$ cat src/rtl/fifo_rt_pkg.sv
package fifo_rt_pkg;

   typedef struct packed {
      logic empty_n;
      logic full_n;
      logic half_n;
   } fifo_flags_t;

   function automatic bit depth_supported(input int unsigned d);
      return (d == 256) || (d == 512) || (d == 1024);
   endfunction

endpackage

$ cat src/rtl/fifo_rt_ptr.sv
module fifo_rt_ptr #(
   parameter int unsigned AW = 8
) (
   input  logic          clk,
   input  logic          rst_n,
   input  logic          rewind,
   input  logic          advance,
   output logic [AW-1:0] addr
);
   always_ff @(posedge clk or negedge rst_n) begin
      if (!rst_n)
         addr <= '0;
      else if (rewind)
         addr <= '0;
      else if (advance)
         addr <= addr + AW'(1);
   end
endmodule

$ cat src/rtl/fifo_rt_mem.sv
module fifo_rt_mem #(
   parameter int unsigned WIDTH = 9,
   parameter int unsigned DEPTH = 256,
   localparam int unsigned AW   = $clog2(DEPTH)
) (
   input  logic             clk,
   input  logic             rst_n,
   input  logic             we,
   input  logic [AW-1:0]    waddr,
   input  logic [WIDTH-1:0] wdata,
   input  logic             re,
   input  logic [AW-1:0]    raddr,
   output logic [WIDTH-1:0] rdata
);
   logic [WIDTH-1:0] words [DEPTH];

   for (genvar i = 0; i < DEPTH; i++) begin : g_word
      always_ff @(posedge clk) begin
         if (we && (waddr == AW'(i)))
            words[i] <= wdata;
      end
   end

   always_ff @(posedge clk or negedge rst_n) begin
      if (!rst_n)
         rdata <= '0;
      else if (re)
         rdata <= words[raddr];
   end
endmodule

$ cat src/rtl/fifo_rt_level.sv
module fifo_rt_level #(
   parameter int unsigned DEPTH = 256,
   localparam int unsigned AW   = $clog2(DEPTH),
   localparam int unsigned CW   = AW + 1,
   localparam int unsigned HALF = DEPTH / 2
) (
   input  logic                      clk,
   input  logic                      rst_n,
   input  logic                      push,
   input  logic                      pop,
   input  logic                      rewind,
   input  logic [AW-1:0]             wr_addr,
   output fifo_rt_pkg::fifo_flags_t  flags
);
   logic [CW-1:0] level;

   always_ff @(posedge clk or negedge rst_n) begin
      if (!rst_n)
         level <= '0;
      else if (rewind)
         level <= {1'b0, wr_addr};
      else if (push && !pop)
         level <= level + CW'(1);
      else if (pop && !push)
         level <= level - CW'(1);
   end

   always_comb begin
      flags.empty_n = (level != '0);
      flags.full_n  = (level != CW'(DEPTH));
      flags.half_n  = !(level > CW'(HALF));
   end
endmodule

$ cat src/rtl/fifo_rt.sv
module fifo_rt #(
   parameter int unsigned WIDTH = 9,
   parameter int unsigned DEPTH = 256,
   localparam int unsigned AW   = $clog2(DEPTH)
) (
   input  logic             clk,
   input  logic             rst_n,
   input  logic             wr_n,
   input  logic             rd_n,
   input  logic             rtx_n,
   input  logic [WIDTH-1:0] wr_data,
   output logic [WIDTH-1:0] rd_data,
   output logic             empty_n,
   output logic             full_n,
   output logic             half_n
);
   import fifo_rt_pkg::*;

   if (!depth_supported(DEPTH)) begin : g_bad_depth
      $error("fifo_rt: DEPTH must be 256, 512 or 1024");
   end
   if (WIDTH != 9) begin : g_bad_width
      $error("fifo_rt: WIDTH must be 9");
   end

   fifo_flags_t   flags;
   logic [AW-1:0] waddr;
   logic [AW-1:0] raddr;
   logic          rewind;
   logic          push;
   logic          pop;

   assign rewind = !rtx_n;
   assign push   = !wr_n && flags.full_n  && !rewind;
   assign pop    = !rd_n && flags.empty_n && !rewind;

   fifo_rt_ptr #(.AW(AW)) u_wptr (
      .clk(clk), .rst_n(rst_n), .rewind(1'b0), .advance(push), .addr(waddr)
   );

   fifo_rt_ptr #(.AW(AW)) u_rptr (
      .clk(clk), .rst_n(rst_n), .rewind(rewind), .advance(pop), .addr(raddr)
   );

   fifo_rt_mem #(.WIDTH(WIDTH), .DEPTH(DEPTH)) u_mem (
      .clk(clk), .rst_n(rst_n), .we(push), .waddr(waddr), .wdata(wr_data),
      .re(pop), .raddr(raddr), .rdata(rd_data)
   );

   fifo_rt_level #(.DEPTH(DEPTH)) u_level (
      .clk(clk), .rst_n(rst_n), .push(push), .pop(pop), .rewind(rewind),
      .wr_addr(waddr), .flags(flags)
   );

   assign empty_n = flags.empty_n;
   assign full_n  = flags.full_n;
   assign half_n  = flags.half_n;
endmodule

$ cat config.mk
export PLATFORM = sky130hd
export DESIGN_NAME = fifo_rt
export DESIGN_NICKNAME = d
export VERILOG_FILES = /design/src/rtl/fifo_rt_pkg.sv /design/src/rtl/fifo_rt_ptr.sv /design/src/rtl/fifo_rt_mem.sv /design/src/rtl/fifo_rt_level.sv /design/src/rtl/fifo_rt.sv
export SDC_FILE = /design/constraint.sdc
export NUM_CORES = 2
export LEC_CHECK = 0
export ABC_AREA = 1
export BUFFER_PORTS_ARGS = -buffer_cell sky130_fd_sc_hd__buf_2
export CAP_MARGIN = 20
export CORE_MARGIN = 3
export CORE_UTILIZATION = 40
export CTS_CLUSTER_DIAMETER = 200
export DETAILED_ROUTE_END_ITERATION = 8
export GPL_TIMING_DRIVEN = 1
export PLACE_DENSITY_LB_ADDON = 0.05
export SLEW_MARGIN = 20
export SYNTH_ARGS = -nofsm -noshare
export SYNTH_HDL_FRONTEND = slang
export SYNTH_SLANG_ARGS = --single-unit
$ cat constraint.sdc
create_clock -name clk -period 2.5 [get_ports clk]
set_input_delay 0.5 -clock clk [delete_from_list [all_inputs] [get_ports clk]]
set_output_delay 0.5 -clock clk [all_outputs]
set_load 0.01 [all_outputs]
==> flow_summary.json <==
{
  "clock-sinks": 2338,
  "die_w_um": 506,
  "critPathMaxStageDelay_ns": 0.40,
  "fin_ws_ns": -0.347,
  "vias_per_cell": 5.15,
  "fillers": 22300,
  "cts_tree": "done",
  "coreArea_mm2": 0.249,
  "clkTransAtPathRegs_ns": 0.06,
  "grt_overflow": 0,
  "cp.arrival_ns": 2.35,
  "grt_antenna_before_repair": 11,
  "r2r_cells": 16,
  "netlist_area_mm2": 0.100,
  "min_to": "u_mem.words[53][1]",
  "track_usage_pct": 24.8,
  "worstReg2RegStart": "u_rptr.addr[0]",
  "violations": "setup timing",
  "relSlewSlack_pct": 24.4,
  "skew_ns": 0.0674,
  "hpwl_um": 198000,
  "clockRootBuffer": "clkbuf_16",
  "dr_total_vias": 69100,
  "rsz0062_at_grt": "true",
  "die_y_um": 506,
  "cp-startpoint": "u_level.level[5]",
  "synth-seq-cells": 2338,
  "layout_commonest_cell": "nand2_1",
  "layout-drive-gt1-share_pct": 19.8,
  "postSynthAreaPerCell_um2": 10.8,
  "critPathKind": "register to output pin",
  "numCtsBuffers": 282,
  "wl_per_cell_um": 24.3,
  "setup_viol": 590,
  "grt_pass1_vias": 67600,
  "io_buffers": 25,
  "syn_to_final_growth_pct": 24.3,
  "crit_required_ns": 2.00,
  "synth_flop_cell": "edfxtp_1",
  "period_needed_ns": 2.85,
  "drv_slew": 0,
  "max_freq_mhz": 351,
  "fin_util_pct": 50.0,
  "period_share_pct": 114,
  "worstReg2RegEnd": "u_mem.rdata[1]",
  "clk_latency_ns": 0.93,
  "synthArstFlopShare_pct": 1.45,
  "yosys.area.top_type": "edfxtp_1",
  "cp_max_fo": 2,
  "synth.area.top_cells": "edfxtp_1, nand2_1, nand3_1",
  "hold_violations": 0,
  "start_util_pct": 40.2,
  "finalSetupTns_ns": -23.75,
  "htreeDepth": 5,
  "ys_warn_count": 0,
  "p_leak_nw": 48.3,
  "syn-instance-count": 9246,
  "max-cap-violations": 0,
  "die_area_mm2": 0.256,
  "synth_nets": 9273,
  "synth_edf_count": 2304,
  "path_cells": "inv_2 > nand2_4 > or3_4 > a21oi_4 > buf_6 > buf_6",
  "grt_pass1_wl_um": 470000,
  "startpoint_type": "register",
  "hold_path_class": "primary input to register",
  "place_ws_ns": -0.481,
  "drt_iter0_markers": 6488,
  "grt_max_degree": 84,
  "boundaryPins": 26,
  "cts_max_path_buffers": 4,
  "dr.pass1.iters": 6,
  "vdd_drop_max_v": 0.000607,
  "p_per_area_mw_per_mm2": 771,
  "critPathSlowestCell": "dfrtp_1",
  "num_rows": 183,
  "ant_nets": 0,
  "crit_path_end_kind": "output pin",
  "gp_congestion": 0.850,
  "final_cell_mix": "nand2_1, edfxtp_1, inv_1",
  "whs_path_depth": 1,
  "post-synth-top-area-fraction_pct": 69.1,
  "routed_wirelength_um": 326000,
  "regToRegSetupSlack_ns": -0.17,
  "outcome": "complete, but fails checks",
  "hold_start": "wr_data[1]",
  "nets": 9929,
  "worst_pin_slew_ns": 1.13,
  "drc": 0,
  "synthDistinctLibCells": 35,
  "worst_path_most_repeated_cell": "buf_6",
  "ys_seq_area_share_pct": 70.0
}
[synth_stat cells, types with 2 or more instances]
cell type	n
ha_1	12
o21ai_1	6
nand4_1	12
buf_4	28
o211ai_2	3
nor3_1	5
buf_2	231
inv_1	735
inv_2	5
clkbuf_1	190
nand3_1	841
edfxtp_1	2304
or2_2	135
xor2_1	10
nor2_1	783
nand2_1	3187
nor4_1	3
a21oi_1	12
o22ai_1	4
buf_6	61
buf_8	2
o21ai_0	285
dfrtp_1	34
o211ai_1	313
buf_1	33
clkinv_1	3
[flip-flops by register name (all words and copies together) (netlist names)]
register,flops
u_wptr.addr,8
u_mem.words,2304
u_rptr.addr,8
u_mem.rdata,9
u_level.level,9
[repair_timing]
action / CTS / global route
endpoints found under the setup margin: 1026 / 1859
hold buffers: 6 / 0
pin swaps: 139 / 198
endpoints found under the hold margin: 127 / 0
setup buffers: 59 / 48
resized for setup: 600 / 403
cloned: 35 / 17
[layout make-up]
cell class | count | area, um^2 | area share (%)
flip-flops and latches | 2338 | 70100 | 56.3
multi-input cells | 5619 | 27900 | 22.4
repair buffers | 917 | 11000 | 8.87
clock buffers | 359 | 7510 | 6.04
well taps | 3330 | 4170 | 3.35
inverters | 743 | 2840 | 2.28
clock inverters | 122 | 925 | 0.743
repair inverters | 1 | 20.0 | 0.0161
diodes | 5 | 12.5 | 0.0101
[kinds of logic (layout without fill, tap and decap cells)]
logic type / Yosys count / in the layout / synth area share [%]
flops: 2338 / 2338 / 70.0
other cells: 0 / 5 / 0
compound gates: 626 / 626 / 3.95
simple gates: 4969 / 4969 / 20.1
buf+inv: 1289 / 2142 / 5.72
fa+ha+maj: 13 / 13 / 0.170
xor+xnor: 11 / 11 / 0.0963
[critical path, delay by kind of cell, from the launching register on]
kind	cells	cell delay (ns)
buffers and inverters	3	0.34
AND/OR/NAND/NOR	2	0.46
AO/OA/AOI/OAI	1	0.21
flip-flops	1	0.40
[worst max-delay path by stage]
stage,endpoint,cells past startpoint
after floorplan,u_level.level[5],17
after global placement,u_mem.words[128][4],8
after detailed placement,u_mem.rdata[2],15
after CTS,half_n,6
after global routing,half_n,6
final,half_n,6
[power breakdown]
part	internal, mW	switching [mW]
Clock	22.5	15.8
Combinational	5.25	8.69
Sequential	43.4	0.309
Total	71.1	24.8
[routing by layer]
layer	routed length (um)	global-route usage, %
met5	0	0
met4	8470	6.52
met3	17100	3.07
met2	153000	40.0
met1	147000	35.7
[stage by stage]
stage	instance area, um^2	hold WS (ns)	total power, mW	std cells
6_report	124000	0.0731	95.9	13400
5_1_grt	124000	0.0276	99.3	13400
4_1_cts	122000	0.0206	95.9	13400
3_5_place_dp	109000	0.528	56.1	12800
3_3_place_gp	109000	0.526	56.1	12800
2_1_floorplan	100000	0.204	50.4	9246
Note: power is estimated with default switching activity, not from simulation.
